`src/rtl/pgmap_pkg.sv`:
```
package pgmap_pkg;
  localparam int ADDR_W = 16;
  localparam int PAGE_W = 4;
  localparam int DATA_W = 8;
  localparam int N_CODE = 8;
  localparam int CODE_W = 14;
  localparam int RAM_W  = 11;
  localparam int IO_W   = 8;

  typedef enum logic [2:0] {
    TGT_NONE,
    TGT_PREG,
    TGT_IO,
    TGT_RAM,
    TGT_CODE
  } tgt_e;
endpackage

```
`src/rtl/pgmap_cfg_regs.sv`:
```
module pgmap_cfg_regs #(
  parameter int AW  = 16,
  parameter int PW  = 4,
  parameter int NC  = 8,
  parameter int CBW = 2,
  parameter int RBW = 5,
  parameter int IBW = 8
) (
  input  logic              clk,
  input  logic              rst_n,
  input  logic [NC*CBW-1:0] code_base_i,
  input  logic [NC*PW-1:0]  code_page_i,
  input  logic [NC-1:0]     code_anypage_i,
  input  logic [RBW-1:0]    ram_base_i,
  input  logic [IBW-1:0]    io_base_i,
  input  logic [AW-1:0]     page_addr_i,
  input  logic              combined_i,
  output logic [NC*CBW-1:0] code_base_q,
  output logic [NC*PW-1:0]  code_page_q,
  output logic [NC-1:0]     code_anypage_q,
  output logic [RBW-1:0]    ram_base_q,
  output logic [IBW-1:0]    io_base_q,
  output logic [AW-1:0]     page_addr_q,
  output logic              combined_q
);
  // Capture while reset is held; hold afterwards.
  always_ff @(posedge clk) begin
    if (!rst_n) begin
      code_base_q    <= code_base_i;
      code_page_q    <= code_page_i;
      code_anypage_q <= code_anypage_i;
      ram_base_q     <= ram_base_i;
      io_base_q      <= io_base_i;
      page_addr_q    <= page_addr_i;
      combined_q     <= combined_i;
    end
  end
endmodule

```
`src/rtl/pgmap_page_reg.sv`:
```
module pgmap_page_reg #(
  parameter int AW = 16,
  parameter int PW = 4,
  parameter int DW = 8
) (
  input  logic          clk,
  input  logic          rst_n,
  input  logic [AW-1:0] addr,
  input  logic          wr_n,
  input  logic [DW-1:0] wdata,
  input  logic [AW-1:0] page_addr,
  output logic [PW-1:0] page_q
);
  logic wr_hit;
  assign wr_hit = !wr_n && (addr == page_addr);

  always_ff @(posedge clk) begin
    if (!rst_n)      page_q <= '0;
    else if (wr_hit) page_q <= wdata[PW-1:0];
  end
endmodule

```
`src/rtl/pgmap_region_match.sv`:
```
module pgmap_region_match #(
  parameter int AW = 16,
  parameter int PW = 4,
  parameter int NC = 8,
  parameter int CW = 14,
  parameter int RW = 11,
  parameter int IW = 8
) (
  input  logic [AW-1:0]         addr,
  input  logic [PW-1:0]         page,
  input  logic [NC*(AW-CW)-1:0] code_base,
  input  logic [NC*PW-1:0]      code_page,
  input  logic [NC-1:0]         code_anypage,
  input  logic [AW-RW-1:0]      ram_base,
  input  logic [AW-IW-1:0]      io_base,
  input  logic [AW-1:0]         page_addr,
  output logic [NC-1:0]         code_hit,
  output logic                  ram_hit,
  output logic                  io_hit,
  output logic                  preg_hit
);
  localparam int CBW = AW - CW;

  for (genvar g = 0; g < NC; g++) begin : g_code
    logic slot_ok;
    logic page_ok;
    assign slot_ok     = addr[AW-1:CW] == code_base[g*CBW +: CBW];
    assign page_ok     = code_anypage[g] || (page == code_page[g*PW +: PW]);
    assign code_hit[g] = slot_ok && page_ok;
  end

  assign ram_hit  = addr[AW-1:RW] == ram_base;
  assign io_hit   = addr[AW-1:IW] == io_base;
  assign preg_hit = addr == page_addr;
endmodule

```
`src/rtl/pgmap_arbiter.sv`:
```
module pgmap_arbiter
  import pgmap_pkg::*;
#(
  parameter int NC = 8
) (
  input  logic [NC-1:0] code_hit,
  input  logic          ram_hit,
  input  logic          io_hit,
  input  logic          preg_hit,
  input  logic          psen_n,
  input  logic          rd_n,
  input  logic          wr_n,
  input  logic          combined,
  output logic [NC-1:0] code_cs,
  output logic [NC-1:0] code_oe,
  output logic          ram_cs,
  output logic          ram_oe,
  output logic          io_cs,
  output logic          io_oe,
  output logic          preg_rd
);
  localparam int IDXW = (NC > 1) ? $clog2(NC) : 1;

  logic            code_en;
  logic            data_rd;
  logic            data_en;
  logic [IDXW-1:0] code_idx;
  tgt_e            tgt;

  // Strobe routing per address-space mode.
  always_comb begin
    code_en = combined ? (!psen_n || !rd_n) : !psen_n;
    data_rd = combined ? (!psen_n || !rd_n) : !rd_n;
    data_en = data_rd || !wr_n;
  end

  // Lowest-numbered matching code block wins.
  always_comb begin
    code_idx = '0;
    for (int i = NC - 1; i >= 0; i--) begin
      if (code_hit[i]) code_idx = IDXW'(i);
    end
  end

  always_comb begin
    if (data_en && preg_hit)           tgt = TGT_PREG;
    else if (data_en && io_hit)        tgt = TGT_IO;
    else if (data_en && ram_hit)       tgt = TGT_RAM;
    else if (code_en && (|code_hit))   tgt = TGT_CODE;
    else                               tgt = TGT_NONE;
  end

  always_comb begin
    code_cs = '0;
    if (tgt == TGT_CODE) code_cs[code_idx] = 1'b1;
    code_oe = code_cs;
    io_cs   = (tgt == TGT_IO);
    io_oe   = io_cs && data_rd;
    ram_cs  = (tgt == TGT_RAM);
    ram_oe  = ram_cs && data_rd;
    preg_rd = (tgt == TGT_PREG) && data_rd;
  end
endmodule

```
`src/rtl/pgmap_decoder.sv`:
```
module pgmap_decoder
  import pgmap_pkg::*;
#(
  parameter int AW = ADDR_W,
  parameter int PW = PAGE_W,
  parameter int DW = DATA_W,
  parameter int NC = N_CODE,
  parameter int CW = CODE_W,
  parameter int RW = RAM_W,
  parameter int IW = IO_W,
  localparam int CBW = AW - CW,
  localparam int RBW = AW - RW,
  localparam int IBW = AW - IW
) (
  input  logic              clk,
  input  logic              rst_n,
  input  logic [NC*CBW-1:0] cfg_code_base,
  input  logic [NC*PW-1:0]  cfg_code_page,
  input  logic [NC-1:0]     cfg_code_anypage,
  input  logic [RBW-1:0]    cfg_ram_base,
  input  logic [IBW-1:0]    cfg_io_base,
  input  logic [AW-1:0]     cfg_page_addr,
  input  logic              cfg_combined,
  input  logic [AW-1:0]     addr,
  input  logic              psen_n,
  input  logic              rd_n,
  input  logic              wr_n,
  input  logic [DW-1:0]     wdata,
  output logic [DW-1:0]     rdata,
  output logic              rdata_vld,
  output logic [NC-1:0]     code_cs_n,
  output logic [NC-1:0]     code_oe_n,
  output logic              ram_cs_n,
  output logic              ram_oe_n,
  output logic              io_cs_n,
  output logic              io_oe_n
);
  logic [NC*CBW-1:0] code_base_q;
  logic [NC*PW-1:0]  code_page_q;
  logic [NC-1:0]     code_anypage_q;
  logic [RBW-1:0]    ram_base_q;
  logic [IBW-1:0]    io_base_q;
  logic [AW-1:0]     cfg_page_addr_q;
  logic              cfg_combined_q;
  logic [PW-1:0]     page_q;
  logic [NC-1:0]     code_hit;
  logic              ram_hit;
  logic              io_hit;
  logic              preg_hit;
  logic [NC-1:0]     code_cs;
  logic [NC-1:0]     code_oe;
  logic              ram_cs;
  logic              ram_oe;
  logic              io_cs;
  logic              io_oe;
  logic              preg_rd;

  pgmap_cfg_regs #(
    .AW(AW), .PW(PW), .NC(NC), .CBW(CBW), .RBW(RBW), .IBW(IBW)
  ) u_cfg (
    .clk            (clk),
    .rst_n          (rst_n),
    .code_base_i    (cfg_code_base),
    .code_page_i    (cfg_code_page),
    .code_anypage_i (cfg_code_anypage),
    .ram_base_i     (cfg_ram_base),
    .io_base_i      (cfg_io_base),
    .page_addr_i    (cfg_page_addr),
    .combined_i     (cfg_combined),
    .code_base_q    (code_base_q),
    .code_page_q    (code_page_q),
    .code_anypage_q (code_anypage_q),
    .ram_base_q     (ram_base_q),
    .io_base_q      (io_base_q),
    .page_addr_q    (cfg_page_addr_q),
    .combined_q     (cfg_combined_q)
  );

  pgmap_page_reg #(.AW(AW), .PW(PW), .DW(DW)) u_page (
    .clk       (clk),
    .rst_n     (rst_n),
    .addr      (addr),
    .wr_n      (wr_n),
    .wdata     (wdata),
    .page_addr (cfg_page_addr_q),
    .page_q    (page_q)
  );

  pgmap_region_match #(
    .AW(AW), .PW(PW), .NC(NC), .CW(CW), .RW(RW), .IW(IW)
  ) u_match (
    .addr         (addr),
    .page         (page_q),
    .code_base    (code_base_q),
    .code_page    (code_page_q),
    .code_anypage (code_anypage_q),
    .ram_base     (ram_base_q),
    .io_base      (io_base_q),
    .page_addr    (cfg_page_addr_q),
    .code_hit     (code_hit),
    .ram_hit      (ram_hit),
    .io_hit       (io_hit),
    .preg_hit     (preg_hit)
  );

  pgmap_arbiter #(.NC(NC)) u_arb (
    .code_hit (code_hit),
    .ram_hit  (ram_hit),
    .io_hit   (io_hit),
    .preg_hit (preg_hit),
    .psen_n   (psen_n),
    .rd_n     (rd_n),
    .wr_n     (wr_n),
    .combined (cfg_combined_q),
    .code_cs  (code_cs),
    .code_oe  (code_oe),
    .ram_cs   (ram_cs),
    .ram_oe   (ram_oe),
    .io_cs    (io_cs),
    .io_oe    (io_oe),
    .preg_rd  (preg_rd)
  );

  assign code_cs_n = ~code_cs;
  assign code_oe_n = ~code_oe;
  assign ram_cs_n  = ~ram_cs;
  assign ram_oe_n  = ~ram_oe;
  assign io_cs_n   = ~io_cs;
  assign io_oe_n   = ~io_oe;
  assign rdata_vld = preg_rd;
  assign rdata     = preg_rd ? {{(DW-PW){1'b0}}, page_q} : '0;
endmodule

```
`config.mk`:
```
export PLATFORM = sky130hd
export DESIGN_NAME = pgmap_decoder
export DESIGN_NICKNAME = d
export VERILOG_FILES = /design/src/rtl/pgmap_pkg.sv /design/src/rtl/pgmap_cfg_regs.sv /design/src/rtl/pgmap_page_reg.sv /design/src/rtl/pgmap_region_match.sv /design/src/rtl/pgmap_arbiter.sv /design/src/rtl/pgmap_decoder.sv
export SDC_FILE = /design/constraint.sdc
export NUM_CORES = 1
export LEC_CHECK = 0
export BUFFER_PORTS_ARGS = -buffer_cell sky130_fd_sc_hd__buf_2
export CAP_MARGIN = 20
export CORE_ASPECT_RATIO = 2
export CORE_MARGIN = 2
export CORE_UTILIZATION = 53
export DETAILED_ROUTE_END_ITERATION = 12
export GPL_TIMING_DRIVEN = 0
export PLACE_DENSITY = 0.95
export SLEW_MARGIN = 40
export SYNTH_ARGS = -nofsm -noshare
export SYNTH_HDL_FRONTEND = slang
export SYNTH_SLANG_ARGS = --single-unit
```
`constraint.sdc`:
```
create_clock -name clk -period 6.16 [get_ports clk]
set_clock_uncertainty 0.1 [all_clocks]
set_input_delay 0.616 -clock clk [delete_from_list [all_inputs] [get_ports clk]]
set_output_delay 0.616 -clock clk [all_outputs]
set_load 0.005 [all_outputs]
```
==> impl_metrics.json <==
{
  "synth_area_leaders": "edfxtp_1 65%, xnor2_1 10%, xor2_1 6.4%, buf_4 3.0%, dfxtp_1 2.0%",
  "leakage_nw": 1.970,
  "grt_pass1_vias": 2718,
  "synthAdderAreaFrac_pct": 0,
  "postCtsHoldBufs": 0,
  "r2r-start": "u_cfg.page_addr_q[8]$_DFFE_PN_",
  "finalPower_mw": 1.465,
  "met3_length_um": 531,
  "drc": 0,
  "post-route-period-util_pct": 52.71,
  "worst_pin_slew_ps": 690.5,
  "rows": 44,
  "place.gp.congestion": 0.7183,
  "initial_utilization_pct": 54.56,
  "synth_top_family_by_area": "XOR/XNOR gates",
  "grt_pass1_wl_mm": 13.23,
  "grt_use_total_pct": 22.29,
  "synthXorXnorAreaFrac_pct": 17.20,
  "drive_gt1_share_pct": 42.07,
  "ctsResizeCount": 0,
  "cts_tree": "yes",
  "routed_wl_mm": 8.632,
  "synth_top_area_cell": "edfxtp_1",
  "maxCapViolations": 0,
  "ys_types": 33,
  "maxSlewHeadroom_pct": 53.61,
  "hold_start": "cfg_page_addr[10]",
  "antenna_found_initial": 0,
  "end_kind": "output port",
  "worst_path_max_delay_cell": "a2111oi_4",
  "crit_type": "register to output port",
  "ys_warn_count": 0,
  "wl_met1_mm": 2.875,
  "final_cell_mix": "136 x buf_2, 86 x edfxtp_1, 47 x xnor2_1",
  "grt_max_degree": 61,
  "hp-class": "input pin to register",
  "numCtsBuffers": 9,
  "via_per_inst": 5.132,
  "dpl_cell_area_um2": 4800,
  "hold_viol": 0,
  "root_buffer": "clkbuf_16",
  "ys_seq_area_share_pct": 67.15,
  "p_per_area_nw_per_um2": 286.2,
  "synthFlopType": "edfxtp_1",
  "htree_levels": 3,
  "die_area_um2": 8231,
  "nets": 526,
  "clock_latency_ps": 340,
  "wl_met2_mm": 5.019,
  "cp_max_fo": 7,
  "io_buffer_count": 135,
  "required_ps": 5440,
  "dieWidth_um": 65.16,
  "drv_slew": 0,
  "rsz0062_at_grt": "no",
  "critical_path.startpoint_type": "register",
  "synth.avg_cell_area_um2": 15.19,
  "numClockSinks": 90,
  "synthSimpleGateAreaFrac_pct": 6.784,
  "num_vias": 2607,
  "drt-pass1-iter-count": 5,
  "postSynthCellCount": 261,
  "ios": 144,
  "fin_setup_tns_ps": 0,
  "cts_max_path_buffers": 2,
  "period_minus_slack_ps": 3247,
  "async_reset_ff_share_pct": 0,
  "clock.fmax_ghz": 0.3080,
  "die_h_um": 126.3,
  "ys_seq_elements": 90,
  "cp_slowest_stage_delay_ps": 530,
  "synth_compound_gate_area_share_pct": 4.860,
  "syn2layout_area_growth_pct": 29.09,
  "status": "finished clean",
  "clkTransAtPathRegs_ps": 60,
  "synth_edf_count": 86,
  "detail_route.wl_per_cell_um": 16.99,
  "post-dp-hpwl_mm": 6.351,
  "hold_depth": 1,
  "finalSetupViolations": 0,
  "final_common_cell": "buf_2",
  "grt_overflow_total": 0,
  "design_area_um2": 5119,
  "ant_nets": 0,
  "dr.first_iter.drc_count": 142,
  "antenna_cells": 0,
  "hold_path_end": "u_cfg.page_addr_q[10]$_DFFE_PN_",
  "synthMuxAreaShare_pct": 0,
  "yosysTopAreaCellShare_pct": 65.13,
  "core_area_um2": 7267,
  "syn_area_um2": 3965,
  "routed.top_layer": "met4",
  "postCtsSetupBuffers": 0,
  "r2r-end": "u_page.page_q[1]$_SDFFE_PN0P_",
  "vdd_drop_max_uv": 228.2,
  "path_cells": "xor2_1, nor4_1, and4_4, buf_6, a2111oi_4, nand4b_1, buf_4, buf_2",
  "crit_arrival_ps": 2530,
  "r2r_slack_ps": 3860,
  "reg2reg_depth": 5
}
-- worst max-delay path, delay by kind of cell, from the launching register on --
| kind | cells | cell delay (ps) |
|---|---|---|
| DFF | 1 | 410 |
| AOI/OAI and AO/OA | 1 | 530 |
| buffers and inverters | 3 | 420 |
| xor gates and xnor gates | 1 | 280 |
| and+or+nand+nor | 3 | 550 |
-- where the power goes --
group / internal [mW] / switching (mW)
clock network: 0.356 / 0.218
logic: 0.0770 / 0.0707
registers: 0.723 / 0.0202
-- state kept, by name, summed over array words and instances, names as in the netlist --
signal	count
u_cfg.page_addr_q	16
u_cfg.io_base_q	8
u_cfg.combined_q	1
u_cfg.code_base_q	16
u_cfg.code_anypage_q	8
u_cfg.ram_base_q	5
u_cfg.code_page_q	32
u_page.page_q	4
-- stage by stage --
stage / hold slack (ps) / worst slack (ps) / std cells / utilization (%)
final: 350.2 / 2913 / 508 / 70.44
after global placement: 574.2 / 2731 / 491 / 65.60
after floorplan: 524.0 / 3281 / 264 / -
after CTS: 339.6 / 2877 / 508 / 70.44
after detailed placement: 574.2 / 3040 / 492 / 66.05
after global routing: 336.4 / 2770 / 508 / 70.44
-- layout make-up --
| cell class | count | area, um^2 |
|---|---|---|
| Sequential cell | 90 | 2663 |
| Fill cell | 480 | 2148 |
| Multi-Input combinational cell | 153 | 1159 |
| Timing Repair Buffer | 136 | 703.2 |
| Clock buffer | 10 | 229.0 |
| Buffer | 19 | 147.6 |
| Tap cell | 92 | 115.1 |
| Clock inverter | 6 | 90.09 |
| Inverter | 2 | 12.51 |
-- Yosys cell counts, drive strengths merged, types with 2 or more instances --
cell / number
and2: 4
nand3b: 5
dfxtp: 4
buf: 19
nand2: 8
o21ai: 6
nor2: 3
nand4: 3
xnor2: 47
nand3: 5
nor4: 6
a41oi: 7
nor3: 8
a21oi: 6
xor2: 30
edfxtp: 86
inv: 2
-- kinds of logic (layout without fill, tap and decap cells) --
logic type / count (synthesis) / in the layout
flops: 90 / 90
xor+xnor: 77 / 77
simple gates: 47 / 47
compound gates: 25 / 25
buf+inv: 21 / 173
other cells: 1 / 4
-- how the worst max path moves through the flow --
stage	to	from	cells after the start	slack [ps]
6_report	code_oe_n[5]	u_cfg.page_addr_q[11]$_DFFE_PN_	8	2910
5_1_grt	code_oe_n[6]	u_page.page_q[1]$_SDFFE_PN0P_	8	2770
4_1_cts	code_oe_n[5]	u_cfg.page_addr_q[11]$_DFFE_PN_	8	2880
3_5_place_dp	code_oe_n[5]	addr[12]	9	3040
3_3_place_gp	u_cfg.code_anypage_q[2]$_DFFE_PN_	rst_n	2	2730
2_1_floorplan	u_cfg.code_anypage_q[0]$_DFFE_PN_	rst_n	1	3280
-- per-layer routing --
layer  GRT usage (%)  up-vias
li1                -     1246
met1           22.59     1237
met2           40.46      110
met3           6.472       14
met4           10.66        0
met5               0        -
Note: power is estimated with default switching activity, not from simulation.
